--- src/rtl/dual_dac_pkg.sv ---
package dual_dac_pkg;
  localparam int unsigned NUM_CH = 2;

  typedef enum logic [1:0] {
    XFER_NONE = 2'b00,
    XFER_A    = 2'b01,
    XFER_B    = 2'b10,
    XFER_AB   = 2'b11
  } xfer_e;

  function automatic xfer_e decode_xfer(input logic cs_n, input logic upd_a_n,
                                        input logic upd_b_n);
    if (cs_n) return XFER_NONE;
    unique case ({!upd_b_n, !upd_a_n})
      2'b01:   return XFER_A;
      2'b10:   return XFER_B;
      2'b11:   return XFER_AB;
      default: return XFER_NONE;
    endcase
  endfunction
endpackage

--- src/rtl/dd_rst_sync.sv ---
module dd_rst_sync #(
  parameter int unsigned STAGES = 2
) (
  input  logic clk_i,
  input  logic rst_ni,
  output logic rst_no
);
  logic [STAGES-1:0] chain_q;

  always_ff @(posedge clk_i or negedge rst_ni) begin
    if (!rst_ni) chain_q <= '0;
    else         chain_q <= {chain_q[STAGES-2:0], 1'b1};
  end

  assign rst_no = chain_q[STAGES-1];
endmodule

--- src/rtl/dd_sync.sv ---
module dd_sync #(
  parameter int unsigned        WIDTH  = 1,
  parameter int unsigned        STAGES = 2,
  parameter logic [WIDTH-1:0]   RST_VAL = '0
) (
  input  logic             clk_i,
  input  logic             rst_ni,
  input  logic [WIDTH-1:0] d_i,
  output logic [WIDTH-1:0] q_o
);
  logic [WIDTH-1:0] stg_q [STAGES];

  for (genvar s = 0; s < STAGES; s++) begin : g_stage
    always_ff @(posedge clk_i or negedge rst_ni) begin
      if (!rst_ni) stg_q[s] <= RST_VAL;
      else if (s == 0) stg_q[s] <= d_i;
      else stg_q[s] <= stg_q[(s == 0) ? 0 : s-1];
    end
  end

  assign q_o = stg_q[STAGES-1];
endmodule

--- src/rtl/dd_shift_chain.sv ---
module dd_shift_chain #(
  parameter int unsigned WORD_W = 24
) (
  input  logic              clk_i,
  input  logic              rst_ni,
  input  logic              shift_en_i,
  input  logic              bit_i,
  output logic [WORD_W-1:0] word_o
);
  logic [WORD_W-1:0] word_q;

  // newest bit at the top, older bits drift toward index 0
  always_ff @(posedge clk_i or negedge rst_ni) begin
    if (!rst_ni)         word_q <= '0;
    else if (shift_en_i) word_q <= {bit_i, word_q[WORD_W-1:1]};
  end

  assign word_o = word_q;

  assert_chain_hold_R2: assert property (@(posedge clk_i) disable iff (!rst_ni)
    !shift_en_i |=> $stable(word_q));

  assert_newest_bit_R3: assert property (@(posedge clk_i) disable iff (!rst_ni)
    shift_en_i |=> (word_q[WORD_W-1] == $past(bit_i))
                   && (word_q[0] == $past(word_q[1])));
endmodule

--- src/rtl/dd_code_reg.sv ---
module dd_code_reg #(
  parameter int unsigned CODE_W = 12,
  parameter int unsigned WORD_W = 24,
  parameter int unsigned BASE   = 0
) (
  input  logic              clk_i,
  input  logic              rst_ni,
  input  logic              load_i,
  input  logic [WORD_W-1:0] word_i,
  output logic [CODE_W-1:0] code_o
);
  logic [CODE_W-1:0] src_rev;
  logic [CODE_W-1:0] code_q;

  // lower chain index carries the MSB
  for (genvar i = 0; i < CODE_W; i++) begin : g_rev
    assign src_rev[CODE_W-1-i] = word_i[BASE+i];
  end

  always_ff @(posedge clk_i or negedge rst_ni) begin
    if (!rst_ni)     code_q <= '0;
    else if (load_i) code_q <= src_rev;
  end

  assign code_o = code_q;

  // unstrobed channel keeps its code
  assert_code_hold_R4: assert property (@(posedge clk_i) disable iff (!rst_ni)
    !load_i |=> $stable(code_q));

  assert_msb_map_R5: assert property (@(posedge clk_i) disable iff (!rst_ni)
    load_i |=> (code_q[CODE_W-1] == $past(word_i[BASE]))
               && (code_q[0] == $past(word_i[BASE+CODE_W-1])));
endmodule

--- src/rtl/dual_dac_loader.sv ---
module dual_dac_loader
  import dual_dac_pkg::*;
#(
  parameter int unsigned CODE_W      = 12,
  parameter int unsigned SYNC_STAGES = 2
) (
  input  logic              clk_i,
  input  logic              rst_ni,
  input  logic              sclk_i,
  input  logic              sdata_i,
  input  logic              cs_ni,
  input  logic              upd_a_ni,
  input  logic              upd_b_ni,
  output logic [CODE_W-1:0] code_a_o,
  output logic [CODE_W-1:0] code_b_o
);
  localparam int unsigned WORD_W = CODE_W * NUM_CH;
  localparam int unsigned IN_W   = 5;

  logic              rst_n;
  logic [IN_W-1:0]   raw_in, syn_in;
  logic              sclk_s, sdata_s, cs_s, upd_a_s, upd_b_s;
  logic              sclk_prev_q;
  logic              sclk_fall, shift_en;
  xfer_e             xfer;
  logic [NUM_CH-1:0] load_en;
  logic [WORD_W-1:0] word;
  logic [CODE_W-1:0] code [NUM_CH];

  dd_rst_sync #(.STAGES(SYNC_STAGES)) i_rst_sync (
    .clk_i (clk_i),
    .rst_ni(rst_ni),
    .rst_no(rst_n)
  );

  assign raw_in = {sclk_i, sdata_i, cs_ni, upd_a_ni, upd_b_ni};

  // idle levels: clock high, select and strobes inactive
  dd_sync #(.WIDTH(IN_W), .STAGES(SYNC_STAGES), .RST_VAL(5'b10111)) i_in_sync (
    .clk_i (clk_i),
    .rst_ni(rst_n),
    .d_i   (raw_in),
    .q_o   (syn_in)
  );

  assign {sclk_s, sdata_s, cs_s, upd_a_s, upd_b_s} = syn_in;

  always_ff @(posedge clk_i or negedge rst_n) begin
    if (!rst_n) sclk_prev_q <= 1'b1;
    else        sclk_prev_q <= sclk_s;
  end

  assign sclk_fall = sclk_prev_q && !sclk_s;
  assign shift_en  = sclk_fall && !cs_s;
  assign xfer      = decode_xfer(cs_s, upd_a_s, upd_b_s);
  assign load_en[0] = (xfer == XFER_A) || (xfer == XFER_AB);
  assign load_en[1] = (xfer == XFER_B) || (xfer == XFER_AB);

  dd_shift_chain #(.WORD_W(WORD_W)) i_chain (
    .clk_i     (clk_i),
    .rst_ni    (rst_n),
    .shift_en_i(shift_en),
    .bit_i     (sdata_s),
    .word_o    (word)
  );

  // channel 0 (A) takes the upper half, channel 1 (B) the lower
  for (genvar c = 0; c < NUM_CH; c++) begin : g_ch
    dd_code_reg #(
      .CODE_W(CODE_W),
      .WORD_W(WORD_W),
      .BASE  ((NUM_CH - 1 - c) * CODE_W)
    ) i_code (
      .clk_i (clk_i),
      .rst_ni(rst_n),
      .load_i(load_en[c]),
      .word_i(word),
      .code_o(code[c])
    );
  end

  assign code_a_o = code[0];
  assign code_b_o = code[1];

  assert_deselect_hold_R7: assert property (@(posedge clk_i) disable iff (!rst_n)
    cs_s |=> $stable(code_a_o) && $stable(code_b_o) && $stable(word));

  assert_joint_load_R6: assert property (@(posedge clk_i) disable iff (!rst_n)
    (!cs_s && !upd_a_s && !upd_b_s)
      |=> (code_a_o[CODE_W-1] == $past(word[CODE_W]))
          && (code_b_o[CODE_W-1] == $past(word[0])));

  assert_no_rise_shift_R2: assert property (@(posedge clk_i) disable iff (!rst_n)
    (!sclk_prev_q && sclk_s) |=> $stable(word));
endmodule

--- config.mk ---
export PLATFORM = sky130hd
export DESIGN_NAME = dual_dac_loader
export DESIGN_NICKNAME = d
export VERILOG_FILES = /design/src/rtl/dual_dac_pkg.sv /design/src/rtl/dd_rst_sync.sv /design/src/rtl/dd_sync.sv /design/src/rtl/dd_shift_chain.sv /design/src/rtl/dd_code_reg.sv /design/src/rtl/dual_dac_loader.sv
export SDC_FILE = /design/constraint.sdc
export NUM_CORES = 1
export LEC_CHECK = 0
export CORE_MARGIN = 10
export CORE_UTILIZATION = 55
export CTS_BUF_LIST = sky130_fd_sc_hd__clkbuf_4
export DETAILED_ROUTE_END_ITERATION = 16
export DONT_BUFFER_PORTS = 1
export PLACE_DENSITY = 0.79
export SYNTH_ARGS = -nofsm -noshare
export SYNTH_HDL_FRONTEND = slang
export SYNTH_SLANG_ARGS = --single-unit
--- constraint.sdc ---
create_clock -name clk_i -period 2.8 [get_ports clk_i]
set_input_delay 0.28 -clock clk_i [delete_from_list [all_inputs] [get_ports clk_i]]
set_output_delay 0.28 -clock clk_i [all_outputs]
set_load 0.02 [all_outputs]
==> key figures, run 1 <==
Status
  • Status: completed

Setup path
  • Required @ worst endpoint: between 3 and 4 ns
  • Reg2Reg Launch Point: sclk_prev_q
  • Maximum fanout along the worst path: 16
  • Startpoint types: flop
  • Setup crit end kind: flop
  • CP Class: flop to flop
  • R2r setup slk: ~1.1 ns
  • Critical path arrival: between 1.5 and 2 ns
  • CP Launch Point: sclk_prev_q

Power and ir drop
  • Cell Pwr Density: roughly 750 mW/mm2
  • Leak pwr: 1.14 nW
  • Maximum vdd drop: 0.000414 V
  • Total Power: 1.76 mW

Clock tree
  • Post-CTS Setup Bufs: 0
  • CTS Sinks: 61
  • Worst-Skew Late Latency: roughly 0.38 ns
  • CTS buffer count: 9
  • Root buf cell: clkbuf_4
  • CTS tree: built
  • CTS Buffer Depth: 2
  • Reg clk slew, reported paths: 0.09 ns
  • H-tree depth: 3

STA
  • Time the worst path needs with I/O delays and setup: around 1.7 ns
  • Worst Max-Slew Pin Slew: 1.04 ns
  • Final Skew: 0.0108 ns
  • Setup TNS: 0 ns
  • RSZ-0062 raised after global routing: false
  • Max-slew violations: 0
  • Fin crit share: approximately 60%
  • Setup Viol. Count Final: 0
  • Final hold violations: 0
  • Worst hold slack: roughly 0.12 ns
  • Worst setup margin: around 1.1 ns
  • Max_slew headroom: a little under a third
  • Max Freq: roughly 590 MHz

Layout
  • ANT cells: 0
  • Area Overhead vs Synth: 9.70%
  • Layout cells sized above 1: 54.4%
  • Fill cells: between 200 and 300
  • Nets: between 100 and 150
  • Most common cell after layout, fill and taps aside: dfrtp_1
  • Final core occ: a little over three fifths
  • Commonest cells after routing, fill and taps aside: dfrtp_1 (51), mux2_2 (47), clkbuf_4 (12)

Yosys
  • Post-synthesis compound-gate area fraction: 0%
  • Syn avg cell area: ~18 um2
  • Simple-Gate Fraction of Synth Area: 1.23%
  • XOR/XNOR share of the synthesized area: 0%
  • Synth Area in Adders: 0%
  • Largest family of logic cells by synthesized area: multiplexers
  • Register area share after synthesis: 71.8%
  • Post-synth cell types: 9
  • Syn_nets: 124
  • Netlist Area Pre-Place: 0.00214 mm2
  • Yosys Warn Count: 0
  • Post-Syn Instances: ~120
  • #FFs+latches synth: slightly above 60
  • Mux share of post-synthesis cell area: between 20% and 30%

Placement
  • Global placement routability congestion: 0.671
  • Setup WS pre-CTS: 1.09 ns
  • Post-DP HPWL: 2130 um
  • Buffers on Ports: 0

Global routing
  • Vias in the first global route: ~1100
  • Gr ovfl total: 0
  • GRT Total Usage: about a tenth
  • Initial antenna violation count: 0
  • Largest net degree at the start of global routing: 53
  • First-pass GRT wire length: between 5000 and 6000 um

Routing
  • Detailed Route WL: 3140 um
  • Antenna violation net count after detailed routing: 0
  • DR iter-0 viols: 50
  • Drt wl/cell: 17.1 um
  • Post-route DRC violation count: 0
  • 1st-pass router iterations: 4
  • Vias: between 900 and 1000
  • Vias per std cell: roughly 5.2

Floorplanning
  • # IOs: 31
  • Die width: 82.4 um
  • Die Area: between 0.006 and 0.007 mm2
  • Row Count: 22
  • Chip Height: 82.4 um
  • Core ar.: about 0.0037 mm2
  • Starting Density: approximately 58%

Min path
  • Worst hold path type: input pin to asynchronous set/reset pin

Flow run
  • Max-cap violations: 0
## where the power goes
group / leakage (nW) / total, mW / switching [mW] / internal (mW)
logic: 0.289 / 0.133 / 0.0404 / 0.0931
registers: 0.788 / 1.15 / 0.156 / 0.999
clock network: 0.0646 / 0.475 / 0.273 / 0.203
## sequential cells by signal (all words and copies together), names as in the netlist
register            flops
g_ch.i_code.code_o     24
i_chain.word_o         24
i_in_sync.q_o           5
i_in_sync.stg_q         5
i_rst_sync.chain_q      2
sclk_prev_q             1
## cell usage after synthesis
cell     number  share of area, %
dfrtp_1      52                61
buf_2         2              0.47
dfstp_2       9                11
mux2_2       47                25
mux2_1        1              0.53
buf_6         2               1.1
conb_1        1              0.18
nor3b_4       1              0.88
nor2_1        2              0.35
## kinds of logic (layout without fill, tap and decap cells)
group         after synthesis  after routing
mux                        48             48
simple gates                3              3
buf+inv                     4             23
other cells                 1              1
flops                      61             61
## critical path, stage by stage, from the launching register on
cell,delay (ns)
dfstp_2,0.52
nor3b_4,0.40
buf_4,0.32
mux2_2,0.35
## layer usage
layer  global-route usage, %  share of wire [%]  up-vias
met1                    11.0                 40      493
met2                    15.6                 49       23
met4                    6.12                1.9        0
li1                        -                  -      437
met3                    7.02                8.7        6
met5                       0                  0        -
## cell type report
| class | count | area, um2 | share of cell area, % |
|---|---|---|---|
| clock buffer | 12 | 90.1 | 3.84 |
| clock inverter | 3 | 13.8 | 0.586 |
| multi-input combinational | 52 | 571 | 24.3 |
| sequential | 61 | 1540 | 65.5 |
| tap | 48 | 60.1 | 2.56 |
| timing repair buffer | 8 | 75.1 | 3.20 |
## what timing repair did
item	4_1_cts	5_1_grt
resized for setup	0	0
hold buffers	6	0
hold endpoints to repair	7	0
## final timing paths
kind / endpoint / cells after the start
hold / removal: i_rst_sync.chain_q[0] / 1
max in group asynchronous: i_chain.word_o[6] / 1
setup / recovery: i_chain.word_o[2] / 3
setup reg to reg: i_chain.word_o[2] / 3
hold reg to reg: i_in_sync.q_o[3] / 0
min in group clk_i: i_in_sync.q_o[3] / 0
## through the flow
step	std cells	instance area, um2
global route	184	2350
global placement	163	2180
CTS	184	2350
floorplan	117	2140
finish	184	2350
detailed placement	163	2180
No activity file was read; power rests on OpenSTA's default activity.
==> run 2: changes to the inputs <==
- clock period: 2.8 -> 1.64 ns (I/O delays scaled with it)
==> run 2 against run 1 <==
Compared with the run above: sequential cell count unchanged; global-route usage up 0.42 points; sequential power up 70%; core utilization up 2.7 points; worst setup slack worse by 0.88 ns; final cell count up 1.6%; first-iteration DRC count down 32%; clock skew up 0.0041 ns.
==> key figures, run 2 (same netlist as run 1, synthesis figures left out) <==
Layout
  • Most common cell after layout, fill and taps aside: dfrtp_1
  • ANT cells: 0 (unchanged)
  • Final core occ: 65.9% (+2.7 points)
  • Nets: 141 (+1.4%)
  • Post-route cell area: 0.00245 mm2 (+4.3%)
  • Fill cells: 258 (-0.77%)
  • Commonest cells after routing, fill and taps aside: dfrtp_1 (51), mux2_2 (47), clkbuf_4 (11)
  • Layout cells sized above 1: 56.8% (+2.4 points)
  • Area Overhead vs Synth: 14.4%

Placement
  • Buffers on Ports: 0 (unchanged)
  • Post-DP HPWL: 2130 um (+0.16%)
  • Placed cell areas: 0.00222 mm2 (+1.5%)
  • Global placement routability congestion: 0.665 (-0.81%)

Global routing
  • Vias in the first global route: 1056 (-1.7%)
  • Gr ovfl total: 0 (unchanged)
  • GRT Total Usage: 10.9% (+0.42 points)
  • Largest net degree at the start of global routing: 55 (+3.8%)
  • Initial antenna violation count: 0 (unchanged)
  • First-pass GRT wire length: 5400 um (+4.1%)

Power and ir drop
  • Cell Pwr Density: 1370 mW/mm2 (+82%)
  • Leak pwr: 1.18 nW (+3.8%)
  • Maximum vdd drop: 0.00130 V (+210%)
  • Total Power: 3.36 mW (+90%)

STA
  • Max-slew violations: 0 (unchanged)
  • RSZ-0062 raised after global routing: false
  • Worst Max-Slew Pin Slew: 0.628 ns (-0.411 ns)
  • Setup TNS: 0 ns (unchanged)
  • Setup Viol. Count Final: 0 (unchanged)
  • Fin crit share: 86.7% (+26 points)
  • Time the worst path needs with I/O delays and setup: 1.42 ns (-0.278 ns)
  • Final hold violations: 0 (unchanged)
  • Max_slew headroom: 58.1% (+27 points)
  • Final Skew: 0.0149 ns (+0.00413 ns)
  • Max Freq: 703 MHz (+20%)

Floorplanning
  • Die width: 82.4 um (unchanged)
  • Starting Density: 57.6% (unchanged)
  • Row Count: 22 (unchanged)
  • # IOs: 31 (unchanged)
  • Core ar.: 0.00372 mm2 (unchanged)
  • Chip Height: 82.4 um (unchanged)
  • Die Area: 0.00679 mm2 (unchanged)

Clock tree
  • Reg clk slew, reported paths: 0.09 ns (about the same)
  • CTS Sinks: 61 (unchanged)
  • Root buf cell: clkbuf_4
  • H-tree depth: 3 (unchanged)
  • Worst-Skew Late Latency: 0.39 ns (about the same)
  • CTS Buffer Depth: 2 (unchanged)
  • CTS buffer count: 9 (unchanged)
  • CTS tree: built

Setup path
  • CP max stage cell: dfstp_2
  • Required @ worst endpoint: 1.91 ns (-1.16 ns)
  • Worst-path cell chain: nor3b_4, buf_4, mux2_2
  • Maximum fanout along the worst path: 8 (-8)
  • CP Class: flop to flop
  • Startpoint types: flop
  • Setup crit end kind: flop
  • Max incr delay on CP: 0.53 ns (about the same)
  • Critical path arrival: 1.70 ns (-0.27 ns)

Routing
  • Antenna violation net count after detailed routing: 0 (unchanged)
  • Vias per std cell: 5.25 (+0.65%)
  • Post-route DRC violation count: 0 (unchanged)
  • Detailed Route WL: 3180 um (+1.1%)
  • DR iter-0 viols: 34 (-32%)
  • Drt wl/cell: 17.0 um (-0.48%)
  • 1st-pass router iterations: 3 (-1)
  • Vias: 981 (+2.3%)

Flow run
  • Max-cap violations: 0 (unchanged)

Min path
  • Worst hold path type: flop to asynchronous set/reset pin

Status
  • Status: completed
run 2: cell types whose count changed in the layout (fill, tap and decap cells not counted), sizes merged:
cell	before	now
buf	2	3
clkbuf	12	11
bufinv	0	2
dlygate4sd3	6	7
run 2: path summary, 6_finish.rpt:
kind | start | endpoint | slack, ns | depth (start not counted)
setup / recovery | sclk_prev_q | i_chain.word_o[22] | 0.22 | 3
hold / removal | i_rst_sync.chain_q[1] | i_in_sync.stg_q[8] | 0.09 | 0
setup reg to reg | sclk_prev_q | i_chain.word_o[22] | 0.22 | 3
hold reg to reg | i_rst_sync.chain_q[1] | i_in_sync.stg_q[8] | 0.09 | 0
max in group asynchronous | rst_ni | i_rst_sync.chain_q[1] | 0.95 | 2
min in group clk_i | sclk_i | i_in_sync.stg_q[9] | 0.32 | 1
run 2: critical path, delay by kind of cell (launching register included):
| family | cells | cell delay, ns |
|---|---|---|
| buffers and inverters | 1 | 0.21 |
| AND/OR/NAND/NOR | 1 | 0.23 |
| multiplexers | 1 | 0.34 |
| flip-flops | 1 | 0.53 |
run 2: area by class of cell:
class	count	area, um2	area share (%)
clock buffers	11	82.6	3.37
multi-input cells	52	576	23.5
repair buffers	10	118	4.80
well taps	48	60.1	2.45
clock inverters	5	75.1	3.06
flip-flops and latches	61	1540	62.8
run 2: per-layer routing:
| layer | GRT usage, % | part of all wire, % |
|---|---|---|
| met2 | 17.1 | 51 |
| met1 | 11.5 | 40 |
| met3 | 6.05 | 7.7 |
| met4 | 6.12 | 1.5 |
| met5 | 0 | 0 |
run 2: stage by stage:
| stage | std cells | hold WS (ns) | worst slack (ns) |
|---|---|---|---|
| after floorplan | 117 | -0.132 | 0.215 |
| after global placement | 164 | -0.132 | -0.0125 |
| after detailed placement | 164 | -0.132 | -0.0516 |
| after CTS | 187 | 0.0914 | 0.199 |
| after global routing | 187 | 0.0973 | 0.147 |
| final | 187 | 0.0907 | 0.218 |
run 2: where the power goes:
part           leakage (nW)  internal (mW)  switching (mW)
clock                0.0906          0.646           0.506
sequential            0.788           1.71           0.241
combinational         0.306          0.168          0.0894
run 2: repair_timing:
item,in CTS,in global routing
hold buffers,7,0
resized for setup,2,0
hold endpoints to repair,7,0
setup endpoints to repair,24,0
setup buffers,0,0
